$ cat config.mk
export PLATFORM = sky130hd
export DESIGN_NAME = pci_tgt_port
export DESIGN_NICKNAME = d
export VERILOG_FILES = /design/src/rtl/pci_tgt_pkg.sv /design/src/rtl/pci_tgt_decode.sv /design/src/rtl/pci_tgt_lanes.sv /design/src/rtl/pci_tgt_parity.sv /design/src/rtl/pci_tgt_port.sv
export SDC_FILE = /design/constraint.sdc
export NUM_CORES = 1
export LEC_CHECK = 0
export ABC_AREA = 1
export BUFFER_PORTS_ARGS = -buffer_cell sky130_fd_sc_hd__buf_2
export CAP_MARGIN = 20
export CORE_MARGIN = 3
export CORE_UTILIZATION = 60
export CTS_CLUSTER_SIZE = 24
export DETAILED_ROUTE_END_ITERATION = 7
export PLACE_DENSITY = 0.79
export SLEW_MARGIN = 20
export SYNTH_ARGS = -nofsm -noshare
export SYNTH_HDL_FRONTEND = slang
export SYNTH_HIERARCHICAL = 1
export SYNTH_SLANG_ARGS = --single-unit
$ cat constraint.sdc
create_clock -name clk -period 2.3 [get_ports clk]
set_clock_uncertainty 0.2 [all_clocks]
set_input_delay 0 -clock clk [delete_from_list [all_inputs] [get_ports clk]]
set_output_delay 0 -clock clk [all_outputs]
set_load 0.005 [all_outputs]
$ cat src/rtl/pci_tgt_pkg.sv
package pci_tgt_pkg;

    localparam logic [3:0] CMD_MEM_RD = 4'b0110;
    localparam logic [3:0] CMD_MEM_WR = 4'b0111;
    localparam logic [3:0] CMD_CFG_RD = 4'b1010;
    localparam logic [3:0] CMD_CFG_WR = 4'b1011;

    typedef enum logic [1:0] {
        ST_IDLE   = 2'd0,
        ST_DECODE = 2'd1,
        ST_CLAIM  = 2'd2,
        ST_DATA   = 2'd3
    } tgt_state_e;

    typedef struct packed {
        logic       hit;
        logic       is_wr;
        logic       is_cfg;
        logic [5:0] dw_idx;
    } xact_t;

endpackage

$ cat src/rtl/pci_tgt_decode.sv
module pci_tgt_decode
    import pci_tgt_pkg::*;
#(
    parameter int WIN_LSB = 4
) (
    input  logic [31:0]          ad_i,
    input  logic [3:0]           cbe_n_i,
    input  logic                 idsel_i,
    input  logic [31-WIN_LSB:0]  bar_hi_i,
    output xact_t                xact_o
);

    logic mem_cmd;
    logic cfg_cmd;
    logic mem_hit;
    logic cfg_hit;

    always_comb begin
        mem_cmd = (cbe_n_i == CMD_MEM_RD) || (cbe_n_i == CMD_MEM_WR);
        cfg_cmd = (cbe_n_i == CMD_CFG_RD) || (cbe_n_i == CMD_CFG_WR);
        // window compare on the bits above the register index
        mem_hit = mem_cmd && (ad_i[31:WIN_LSB] == bar_hi_i);
        // type-0 configuration needs IDSEL and AD[1:0] == 00
        cfg_hit = cfg_cmd && idsel_i && (ad_i[1:0] == 2'b00);
        xact_o.hit    = mem_hit || cfg_hit;
        xact_o.is_wr  = cbe_n_i[0];
        xact_o.is_cfg = cfg_cmd;
        xact_o.dw_idx = ad_i[7:2];
    end

endmodule

$ cat src/rtl/pci_tgt_lanes.sv
module pci_tgt_lanes #(
    parameter int NLANE = 4
) (
    input  logic                 big_i,
    input  logic [8*NLANE-1:0]   bus_wr_i,
    input  logic [NLANE-1:0]     be_n_i,
    input  logic [8*NLANE-1:0]   cur_i,
    output logic [8*NLANE-1:0]   merged_o,
    input  logic [8*NLANE-1:0]   rd_word_i,
    output logic [8*NLANE-1:0]   bus_rd_o
);

    // lane k pairs with register byte k, or NLANE-1-k in big-endian mode
    for (genvar k = 0; k < NLANE; k++) begin : g_lane
        localparam int MIR = NLANE - 1 - k;
        logic       en_le;
        logic       en_be;
        logic [7:0] byte_new;

        always_comb begin
            en_le = !be_n_i[k];
            en_be = !be_n_i[MIR];
            if (big_i) begin
                byte_new = en_be ? bus_wr_i[8*MIR +: 8] : cur_i[8*k +: 8];
            end else begin
                byte_new = en_le ? bus_wr_i[8*k +: 8] : cur_i[8*k +: 8];
            end
            bus_rd_o[8*k +: 8] = big_i ? rd_word_i[8*MIR +: 8] : rd_word_i[8*k +: 8];
        end

        // register byte k takes the bus only when its lane is enabled
        assign merged_o[8*k +: 8] = byte_new;
    end

endmodule

$ cat src/rtl/pci_tgt_parity.sv
module pci_tgt_parity (
    input  logic        clk,
    input  logic        rst_n,
    input  logic [31:0] ad_i,
    input  logic [3:0]  cbe_n_i,
    input  logic        par_i,
    input  logic        chk_en_i,
    input  logic [31:0] drv_ad_i,
    input  logic        drv_en_i,
    output logic        par_o,
    output logic        par_oe_o,
    output logic        perr_o
);

    typedef struct packed {
        logic chk_pend;
        logic exp_par;
        logic par;
        logic par_oe;
        logic perr;
    } par_st_t;

    par_st_t par_q;
    par_st_t par_d;

    always_comb begin
        par_d          = par_q;
        // remember the parity owed for the phase on the bus now
        par_d.chk_pend = chk_en_i;
        par_d.exp_par  = ^{ad_i, cbe_n_i};
        // parity lags the read data by one clock
        par_d.par      = ^{drv_ad_i, cbe_n_i};
        par_d.par_oe   = drv_en_i;
        // sticky
        par_d.perr     = par_q.perr | (par_q.chk_pend && (par_i != par_q.exp_par));
    end

    always_ff @(posedge clk or negedge rst_n) begin
        if (!rst_n) begin
            par_q <= '0;
        end else begin
            par_q <= par_d;
        end
    end

    assign par_o    = par_q.par;
    assign par_oe_o = par_q.par_oe;
    assign perr_o   = par_q.perr;

    p_perr_sticky_r12: assert property (@(posedge clk) disable iff (!rst_n)
        perr_o |=> perr_o);

endmodule

$ cat src/rtl/pci_tgt_port.sv
module pci_tgt_port
    import pci_tgt_pkg::*;
#(
    parameter int          NREG   = 4,
    parameter logic [31:0] DEV_ID = 32'h1A2B_3C4D,
    parameter int          BAR_DW = 4
) (
    input  logic        clk,
    input  logic        rst_n,
    input  logic        frame_n_i,
    input  logic        irdy_n_i,
    input  logic        idsel_i,
    input  logic        big_endian_i,
    input  logic [31:0] ad_i,
    input  logic [3:0]  cbe_n_i,
    input  logic        par_i,
    output logic [31:0] ad_o,
    output logic        ad_oe_o,
    output logic        par_o,
    output logic        par_oe_o,
    output logic        devsel_n_o,
    output logic        trdy_n_o,
    output logic        perr_o
);

    localparam int IDX_W   = (NREG > 1) ? $clog2(NREG) : 1;
    localparam int WIN_LSB = IDX_W + 2;

    typedef struct packed {
        tgt_state_e               state;
        logic                     frame_prev;
        logic                     is_wr;
        logic                     is_cfg;
        logic [5:0]               idx;
        logic                     devsel_n;
        logic                     trdy_n;
        logic                     ad_oe;
        logic [31:0]              ad_o;
        logic [31:0]              bar;
        logic [NREG-1:0][31:0]    regs;
    } core_t;

    core_t q;
    core_t d;

    xact_t       dec;
    logic        addr_phase;
    logic        xfer;
    logic [31:0] rd_word;
    logic [31:0] bus_rd;
    logic [31:0] wr_cur;
    logic [31:0] wr_word;
    logic        chk_en;

    pci_tgt_decode #(.WIN_LSB(WIN_LSB)) i_decode (
        .ad_i     (ad_i),
        .cbe_n_i  (cbe_n_i),
        .idsel_i  (idsel_i),
        .bar_hi_i (q.bar[31:WIN_LSB]),
        .xact_o   (dec)
    );

    pci_tgt_lanes #(.NLANE(4)) i_lanes (
        .big_i     (big_endian_i),
        .bus_wr_i  (ad_i),
        .be_n_i    (cbe_n_i),
        .cur_i     (wr_cur),
        .merged_o  (wr_word),
        .rd_word_i (rd_word),
        .bus_rd_o  (bus_rd)
    );

    always_comb begin
        // configuration space contents
        if (q.is_cfg) begin
            if (q.idx == 6'd0) begin
                rd_word = DEV_ID;
            end else if (q.idx == 6'(BAR_DW)) begin
                rd_word = q.bar;
            end else begin
                rd_word = '0;
            end
            wr_cur = q.bar;
        end else begin
            rd_word = q.regs[q.idx[IDX_W-1:0]];
            wr_cur  = q.regs[q.idx[IDX_W-1:0]];
        end
    end

    always_comb begin
        d          = q;
        d.frame_prev = frame_n_i;
        addr_phase = !frame_n_i && q.frame_prev;
        xfer       = (q.state == ST_DATA) && !irdy_n_i;
        chk_en     = addr_phase || (xfer && q.is_wr);

        case (q.state)
            ST_IDLE: begin
                if (addr_phase && dec.hit) begin
                    d.state  = ST_DECODE;
                    d.is_wr  = dec.is_wr;
                    d.is_cfg = dec.is_cfg;
                    d.idx    = dec.dw_idx;
                end
            end
            ST_DECODE: begin
                // medium decode, claim one clock after capture
                d.state    = ST_CLAIM;
                d.devsel_n = 1'b0;
            end
            ST_CLAIM: begin
                d.state  = ST_DATA;
                d.trdy_n = 1'b0;
                // read data goes out together with target ready
                d.ad_oe  = !q.is_wr;
                d.ad_o   = q.is_wr ? '0 : bus_rd;
            end
            ST_DATA: begin
                if (xfer) begin
                    d.state    = ST_IDLE;
                    d.devsel_n = 1'b1;
                    d.trdy_n   = 1'b1;
                    d.ad_oe    = 1'b0;
                    d.ad_o     = '0;
                    if (q.is_wr) begin
                        if (q.is_cfg) begin
                            if (q.idx == 6'(BAR_DW)) begin
                                d.bar = {wr_word[31:WIN_LSB], {WIN_LSB{1'b0}}};
                            end
                        end else begin
                            d.regs[q.idx[IDX_W-1:0]] = wr_word;
                        end
                    end
                end
            end
            default: d.state = ST_IDLE;
        endcase
    end

    always_ff @(posedge clk or negedge rst_n) begin
        if (!rst_n) begin
            q            <= '0;
            q.state      <= ST_IDLE;
            q.frame_prev <= 1'b1;
            q.devsel_n   <= 1'b1;
            q.trdy_n     <= 1'b1;
        end else begin
            q <= d;
        end
    end

    pci_tgt_parity i_parity (
        .clk      (clk),
        .rst_n    (rst_n),
        .ad_i     (ad_i),
        .cbe_n_i  (cbe_n_i),
        .par_i    (par_i),
        .chk_en_i (chk_en),
        .drv_ad_i (q.ad_o),
        .drv_en_i (q.ad_oe),
        .par_o    (par_o),
        .par_oe_o (par_oe_o),
        .perr_o   (perr_o)
    );

    assign ad_o       = q.ad_o;
    assign ad_oe_o    = q.ad_oe;
    assign devsel_n_o = q.devsel_n;
    assign trdy_n_o   = q.trdy_n;

    p_trdy_inside_devsel_r5: assert property (@(posedge clk) disable iff (!rst_n)
        !trdy_n_o |-> !devsel_n_o);

    p_release_after_xfer_r5: assert property (@(posedge clk) disable iff (!rst_n)
        (!trdy_n_o && !irdy_n_i) |=> (devsel_n_o && trdy_n_o && !ad_oe_o));

    p_devsel_medium_r5: assert property (@(posedge clk) disable iff (!rst_n)
        $fell(devsel_n_o) |-> ($past(frame_n_i, 2) == 1'b0));

    p_ad_oe_window_r8: assert property (@(posedge clk) disable iff (!rst_n)
        ad_oe_o |-> !trdy_n_o);

    p_par_even_r9: assert property (@(posedge clk) disable iff (!rst_n)
        par_oe_o |-> ((^{$past(ad_o), $past(cbe_n_i)}) == par_o));

    p_par_follows_data_r9: assert property (@(posedge clk) disable iff (!rst_n)
        par_oe_o |-> $past(ad_oe_o));

endmodule

==> results of run 1 <==
[worst max path at each step]
stage                     endpoint  slack, ns  cells after the start
after global placement      q[144]       0.18                     14
after global routing        q[197]      0.004                     14
after floorplan             q[159]       0.47                     13
final                     ad_o[14]        0.1                     10
after CTS                   q[146]       0.11                     14
after detailed placement    q[140]       0.15                     14
[kinds of logic (layout without fill, tap and decap cells)]
| kind of cell | after synthesis | after routing |
|---|---|---|
| adders and majority gates | 5 | 5 |
| buffers and inverters | 275 | 351 |
| xor gates and xnor gates | 57 | 57 |
| DFF | 207 | 207 |
| AOI/OAI and AO/OA | 79 | 79 |
| and+or+nand+nor | 1543 | 1543 |
[repair_timing]
action,CTS,global route
setup endpoints to repair,0,27
hold buffers,39,1
resized for setup,0,14
endpoints found under the hold margin,311,2
buffers inserted,0,0
[power by group through the flow]
stage	clock [µW]	combinational (µW)	sequential [µW]
finish	3820	1850	3920
global route	4010	2050	3940
CTS	3860	1800	3920
detailed placement	0	1750	3980
global placement	0	1700	3980
floorplan	0	1130	3960
[metal layers]
metal / wire length [µm] / up-vias / track usage / share of wire
met5: 0 / - / 0 / 0
met3: 3625 / 152 / 0.04452 / 0.087
li1: - / 6589 / - / -
met1: 16320 / 6268 / 0.4511 / 0.39
met2: 19340 / 700 / 0.5755 / 0.46
met4: 2551 / 0 / 0.1726 / 0.061
[worst max-delay path, delay by kind of cell, from the launching register on]
kind,cells,cell delay (ns)
flops,1,0.46
compound gates,2,0.24
buf+inv,2,0.32
simple gates,6,0.88
[per-stage QoR]
| stage | cell area [µm²] | cells | setup WS (ns) | utilization |
|---|---|---|---|---|
| 3_5_place_dp | 14030 | 2441 | 0.1532 | 0.6370 |
| 4_1_cts | 15200 | 2521 | 0.1147 | 0.6902 |
| 5_1_grt | 15260 | 2522 | 0.003837 | 0.6927 |
| 2_1_floorplan | 13540 | 2166 | 0.4667 | - |
| 3_3_place_gp | 14030 | 2441 | 0.1763 | 0.6370 |
| 6_report | 15260 | 2522 | 0.09892 | 0.6927 |
[cells in the final DEF (no fill, tap or decap), drive strengths merged, types with 33 or more instances in the layout]
cell,Yosys,layout
buf,98,128
clkbuf,36,33
dfrtp,204,204
dlygate4sd3,0,40
inv,141,141
nand2,1375,1375
nand3,96,96
nor2,66,66
o21ai,70,70
xnor2,34,34
[final cells by class]
type	count	area [µm²]
Fill cell	1908	6768
Timing Repair Buffer	169	1353
Clock buffer	32	649.4
Clock inverter	9	132.6
Tap cell	280	350.3
Multi-Input combinational cell	1684	7057
Inverter	141	531.8
Sequential cell	207	5185
==> reports/results.ini, run 1 <==
[global_routing]
grt_max_degree = 75
grt_antenna_before_repair = 0
grt_usage = 0.3469
grt-ovfl-total = 0
grt_pass1_wl_um = 67500
grt_pass1_vias = 13060

[synth]
ys_seq_area_frac = 0.3829
yosys.area_share.simple = 0.4403
synth_top_family_by_area = simple AND/OR/NAND/NOR gates
synth.net_count = 2214
ys_top_cells_by_area = nand2_1 (38%), dfrtp_1 (38%), inv_1 (3.7%)
synthXorXnorAreaFrac = 0.03687
synthArstFlopShare = 1.000
synth_ff_type = dfrtp_1
syn_avg_cell_area_um2 = 6.251
yosysTopAreaCell = nand2_1
synth_seq_cells = 207
yosysTopAreaCellShare = 0.3804
ys_top_cells_by_count = nand2_1 (1372), dfrtp_1 (204), inv_1 (132), nand3_1 (96), nor2_1 (61)
synth.mux.area_fraction = 0
yosysWarnings = 6
ys_types = 30
syn_inst = 2166
synth_fa_ha_area_frac = 0.004621
synth.most_common_cell = nand2_1
synth_enable_flop_cells = 0
synth_area_um2 = 13540
synth_compound_area_frac = 0.03512

[cells_and_area]
antenna_cells = 0
area_growth_pct = 12.70
finalNetCount = 2274
drive_gt1_frac = 0.1012

[sta]
worstMarginPinSlew_ns = 0.7449
period_needed_ns = 2.201
finalSetupViolCount = 0
hold_viol = 0
rsz0062_at_grt = false
fin_crit_sh = 0.9570
slew_headroom = 0.5034
max_freq_mhz = 454.3
finalMaxSlewViolations = 0
fin_tns_setup_ns = 0
hold-worst-slack_ns = 0.03074

[critical_path]
slowest_delay_ns = 0.46
r2r_cells = 10
worst-setup-path-type = reg -> reg
rr_startpoint = q[195]
end_kind = flip-flop
rr_endpoint = ad_o[14]
r2r_slack_ns = 0.1
arrival_ns = 2.43
slowest_stage = dfrtp_2
startpoint = q[195]
start_kind = flip-flop
crit_fanout = 11
worstPathRequired_ns = 2.53
crit_chain = nor2_4 > nand2_1 > nor2_4 > buf_4 > nand3_1 > nand2_1 > inv_1 > o21ai_2 > nand3_1 > o21ai_0

[clocking]
clk_pin_slew_ns = 0.06
h-tree-depth = 1
clkLatencyLatePin_ns = 0.51
clock_path_buffers = 3
tritoncts = built
cts_buffers = 23
clock-sinks = 207
cts-root-buf = clkbuf_16

[power]
totalPowerFinal_uw = 9588
power.switching_uw = 2893
seqPwrFrac = 0.409
internal_power_uw = 6695
combPwrFrac = 0.193
p_clk_frac = 0.398
p_sw_frac = 0.3018
ir_worst_vdd_mv = 0.5556
leakagePower_uw = 0.008933
power_density_nw_per_um2 = 628.4

[routing]
num_vias = 13710
dr.pass1.iters = 6
finalWirelength_um = 41840
vias_per_cell = 5.436
wl_per_cell_um = 16.59
drc = 0
drtIter0Drc = 1470
ant_nets = 0

[min_path]
min_path_type = in -> reg
hp-start = ad_i[27]
hold_depth = 7

[die]
initial_core_util = 0.6147
ios = 81
die_x_um = 156.2
core_um2 = 22030
rows = 54
die_area_um2 = 24400
fp.dieH_um = 156.2

[placement]
place.gp.congestion = 0.9913
io_buffer_count = 80
dpl.hpwl_um = 28360

[status]
status = finished, final reports clean

[job]
drv_cap = 0

Note: power is estimated with default switching activity, not from simulation.
==> run 2, diff against run 1 <==
--- a/config.mk
+++ b/config.mk
@@ -6,7 +6,7 @@
 export NUM_CORES = 1
 export LEC_CHECK = 0
 export ABC_AREA = 1
-export BUFFER_PORTS_ARGS = -buffer_cell sky130_fd_sc_hd__buf_2
+export BUFFER_PORTS_ARGS = -buffer_cell sky130_fd_sc_hd__buf_4
 export CAP_MARGIN = 20
 export CORE_MARGIN = 3
 export CORE_UTILIZATION = 60
==> reports/results.ini, run 2 (same netlist as run 1, synthesis figures left out) <==
[routing]
vias_per_cell = 5.538
finalWirelength_um = 43420
wl_per_cell_um = 17.19
drtIter0Drc = 1820
num_vias = 13990
ant_nets = 0
dr.pass1.iters = 6
drc = 0

[die]
fp.dieH_um = 156.2
ios = 81
core_um2 = 22030
initial_core_util = 0.6147
rows = 54
die_area_um2 = 24400
die_x_um = 156.2

[placement]
pre_cts_ws_ns = 0.1685
place.gp.congestion = 1.007
dpl.hpwl_um = 28120
place_area_um2 = 14260
io_buffer_count = 80

[critical_path]
crit_fanout = 8
path_delay_family = simple AND/OR/NAND/NOR gates
slowest_delay_ns = 0.46
arrival_ns = 2.46
crit_chain = nor2_4 > nand2_1 > nor2_1 > buf_4 > nor2_1 > nand2_1 > inv_1 > o21ai_2 > nand3_1 > o21ai_0
path_buf_inv = 2
slowest_stage = dfrtp_1
r2r_slack_ns = 0.07
worstPathRequired_ns = 2.53
worst-setup-path-type = reg -> reg
start_kind = flip-flop
end_kind = flip-flop

[power]
ir_worst_vdd_mv = 0.6823
leakagePower_uw = 0.009027
p_sw_frac = 0.2978
seqPwrFrac = 0.398
power.switching_uw = 2940
internal_power_uw = 6930
p_clk_frac = 0.411
power_density_nw_per_um2 = 634.1
combPwrFrac = 0.192

[clocking]
clkLatencyLatePin_ns = 0.53
clock_path_buffers = 3
clk_pin_slew_ns = 0.06
tritoncts = built
postCtsSetupBuffers = 0
cts_buffers = 24
cts-root-buf = clkbuf_16
h-tree-depth = 1
clock-sinks = 207

[sta]
hold_viol = 0
rsz0062_at_grt = false
finalSetupViolCount = 0
fin_tns_setup_ns = 0
setup_ws_ns = 0.07117
worstMarginPinSlew_ns = 0.7774
slew_headroom = 0.4817
max_freq_mhz = 448.7
finalMaxSlewViolations = 0
period_needed_ns = 2.229
fin_crit_sh = 0.9691

[status]
status = finished, final reports clean

[global_routing]
grt_pass1_wl_um = 69540
grt_usage = 0.3598
grt_pass1_vias = 13400
grt_antenna_before_repair = 0
grt_max_degree = 79
grt-ovfl-total = 0

[cells_and_area]
final_common_cell = nand2_1
area_growth_pct = 14.96
finalNetCount = 2279
design_area_um2 = 15560
layout_common_cells = nand2_1 (1370), dfrtp_1 (203), inv_1 (132)
drive_gt1_frac = 0.09844

[min_path]
min_path_type = in -> reg

[job]
drv_cap = 0

-- run 2: final timing paths --
kind                       cells past startpoint                          to       from
hold reg to reg                                0           i_parity/par_oe_o    ad_oe_o
max in group asynchronous                      4                      q[203]      rst_n
min in group asynchronous                      3  asynchronous set/reset pin      rst_n
hold / removal                                 3           i_parity/par_q[4]  frame_n_i
setup reg to reg                              10                    ad_o[19]     q[196]
setup / recovery                              10                    ad_o[19]     q[196]
-- run 2: power groups by stage --
| stage | sequential (µW) | combinational [µW] | clock [µW] |
|---|---|---|---|
| detailed placement | 3980 | 1760 | 0 |
| global route | 3940 | 2080 | 4230 |
| CTS | 3920 | 1840 | 4070 |
| global placement | 3980 | 1730 | 0 |
| finish | 3920 | 1890 | 4050 |
| floorplan | 3960 | 1130 | 0 |
-- run 2: tightest hold or removal path: cells and delay by family --
kind / cells / cell delay, ns
AOI/OAI and AO/OA: 1 / 0.07
buffers and inverters: 2 / 0.65
-- run 2: layout make-up --
cell class	instances	area, µm²
multi-input cells	1684	7024
well taps	280	350.3
inverters	141	529.3
repair buffers	173	1638
clock buffers	31	676.9
flip-flops and latches	207	5185
fillers	1886	6461
clock inverters	9	158.9
diodes	1	2.502
-- run 2: through the flow --
stage / util / hold slack, ns / instances / power [µW]
floorplan: - / -0.4956 / 2166 / 5093
global placement: 0.6474 / -0.1066 / 2440 / 5704
detailed placement: 0.6474 / -0.1141 / 2440 / 5747
CTS: 0.7057 / 0.02399 / 2525 / 9829
global route: 0.7065 / 0.05533 / 2525 / 10250
finish: 0.7067 / 0.04976 / 2526 / 9870
-- run 2: what timing repair did --
item,4_1_cts,5_1_grt
endpoints found under the hold margin,381,0
endpoints found under the setup margin,0,35
hold buffers,45,0
resized for setup,0,6
-- run 2: routing by layer --
layer | track usage | routed length [µm]
met4 | 0.2043 | 3024
met3 | 0.07467 | 4626
met5 | 0 | 0
met1 | 0.4533 | 16110
met2 | 0.5800 | 19650
==> run 3, diff against run 2 <==
--- a/config.mk
+++ b/config.mk
@@ -5,7 +5,6 @@
 export SDC_FILE = /design/constraint.sdc
 export NUM_CORES = 1
 export LEC_CHECK = 0
-export ABC_AREA = 1
 export BUFFER_PORTS_ARGS = -buffer_cell sky130_fd_sc_hd__buf_4
 export CAP_MARGIN = 20
 export CORE_MARGIN = 3
==> reports/results.ini, run 3 <==
[status]
status = complete, but fails checks
violations = negative setup slack

[critical_path]
crit_fanout = 8
arrival_ns = 2.64
start_kind = flip-flop
worstPathRequired_ns = 2.49
r2r_slack_ns = -0.16
worst-setup-path-type = reg -> reg
end_kind = flip-flop

[synth]
ys_types = 41
synth_compound_area_frac = 0.03410
synth_area_um2 = 12180
synth.most_common_cell = dfrtp_1
ys_seq_area_frac = 0.4255
synthArstFlopShare = 1.000
synth.mux.area_fraction = 0.3358
synth_enable_flop_cells = 0
syn_avg_cell_area_um2 = 12.74
yosysTopAreaCell = dfrtp_1
syn_inst = 956
ys_top_cells_by_count = dfrtp_1 (204), mux2_2 (146), mux2i_1 (97), nand2_1 (76), xnor2_1 (75)
synth_seq_cells = 207
yosysWarnings = 6
yosys.area_share.simple = 0.07015
synth.net_count = 1004
yosysTopAreaCellShare = 0.4191
synth_fa_ha_area_frac = 0.005136
synth_ff_type = dfrtp_1
synthXorXnorAreaFrac = 0.06984
ys_top_cells_by_area = dfrtp_1 (42%), mux2_2 (13%), mux2i_1 (8.0%)
synth_top_family_by_area = multiplexers

[die]
die_area_um2 = 22050
initial_core_util = 0.6178
die_x_um = 148.5
rows = 51
fp.dieH_um = 148.5
core_um2 = 19720
ios = 81

[sta]
hold-worst-slack_ns = 0.009534
rsz0062_at_grt = true
hold_viol = 0
period_needed_ns = 2.456
finalMaxSlewViolations = 0
finalSetupViolCount = 104
worstMarginPinSlew_ns = 0.5783
setup_ws_ns = -0.1564
fin_crit_sh = 1.068
slew_headroom = 0.6145
max_freq_mhz = 407.1

[clocking]
cts-root-buf = clkbuf_16
tritoncts = built
clk_pin_slew_ns = 0.06
cts_buffers = 23
clock_path_buffers = 3
clock-sinks = 207
clkLatencyLatePin_ns = 0.51
h-tree-depth = 1

[placement]
placedCellCount = 1277
place.gp.congestion = 0.8500
dpl.hpwl_um = 19690
io_buffer_count = 80

[global_routing]
grt_use_met3 = 0.03443
use_met1 = 0.3838
grt_pass1_vias = 8313
grt_max_degree = 65
grt_pass1_wl_um = 46620
grt-ovfl-total = 0
top_usage_layer = met2
grt_antenna_before_repair = 0
grt_usage = 0.2679
use_met2 = 0.4396

[power]
power_density_nw_per_um2 = 702.9
power.switching_uw = 2845
leakagePower_uw = 0.007275
internal_power_uw = 7329
seqPwrFrac = 0.390
p_sw_frac = 0.2797
combPwrFrac = 0.229
ir_worst_vdd_mv = 0.6557
p_clk_frac = 0.381

[routing]
drtIter0Drc = 575
dr.pass1.iters = 5
finalWirelength_um = 30210
num_vias = 8121
drc = 0
ant_nets = 0
vias_per_cell = 6.033
wl_per_cell_um = 22.44

[cells_and_area]
area_growth_pct = 18.82
layout_common_cells = dfrtp_1 (203), buf_4 (143), mux2_2 (137)
stdcell_count = 1346
final_common_cell = dfrtp_1
drive_gt1_frac = 0.4366
multi_input_area_um2 = 6505
seq_area_um2 = 5185
fillers = 1253
antenna_cells = 0
finalNetCount = 1112

[job]
drv_cap = 0

[min_path]
min_path_type = in -> reg

## run 3: power groups by stage
stage               clock network [µW]  logic (µW)  registers (µW)
floorplan                            0        1500            3990
global placement                     0        2110            4010
detailed placement                   0        2170            4030
CTS                               3930        2250            3960
global route                      4090        2500            3980
finish                            3880        2330            3970
## run 3: layout make-up
cell class	count	area share
Multi-Input combinational cell	645	0.4494
Sequential cell	207	0.3582
Timing Repair Buffer	180	0.1123
Clock buffer	31	0.04391
Tap cell	265	0.02291
Clock inverter	11	0.01141
Inverter	7	0.001815
## run 3: cell families (layout without fill, tap and decap cells)
| kind of cell | Yosys count | after routing |
|---|---|---|
| adders and majority gates | 5 | 5 |
| DFF | 207 | 207 |
| muxes | 326 | 326 |
| xor gates and xnor gates | 94 | 94 |
| and+or+nand+nor | 164 | 164 |
| AOI/OAI and AO/OA | 56 | 56 |
| buffers and inverters | 104 | 229 |
## run 3: critical path, stage by stage, from the launching register on
cell	delay, ns
dfrtp_2	0.42
buf_4	0.16
clkbuf_16	0.17
mux4_2	0.54
nand2b_4	0.11
nand2_2	0.07
mux2i_1	0.18
mux2i_2	0.17
mux2_2	0.31
## run 3: through the flow
stage	utilization	cell area (µm²)	total power [µW]	TNS [ns]	setup WS, ns
final	0.7341	14470	10170	-5.380	-0.1564
after global routing	0.7341	14470	10580	-18.76	-0.1881
after CTS	0.7205	14210	10150	-1.556	-0.05201
after detailed placement	0.6668	13150	6196	-3.891	-0.3381
after global placement	0.6668	13150	6124	-1.812	-0.2794
after floorplan	-	12190	5487	0	0.01816
## run 3: timing repair
action,CTS,global route
setup endpoints to repair,76,190
pin swaps,11,4
endpoints found under the hold margin,227,0
buffers inserted,1,7
gates cloned,0,2
hold buffers,17,0
gates resized for setup,22,47
## run 3: per-layer routing
metal	vias to the layer above	routed length, µm	part of all wire
li1	3586	-	-
met2	286	14430	0.48
met4	0	505	0.017
met1	4207	13350	0.44
met3	42	1931	0.064
met5	-	0	0
## run 3: worst paths after layout
path | start | to | depth (start not counted)
worst max register to register | q[195] | flip-flop | 8
worst min register to register | ad_oe_o | i_parity/par_oe_o | 0
max in group asynchronous | rst_n | asynchronous set/reset pin | 4
min in group asynchronous | rst_n | q[204] | 3
worst min-delay path | ad_i[9] | q[137] | 4
worst max-delay path | q[195] | flip-flop | 8
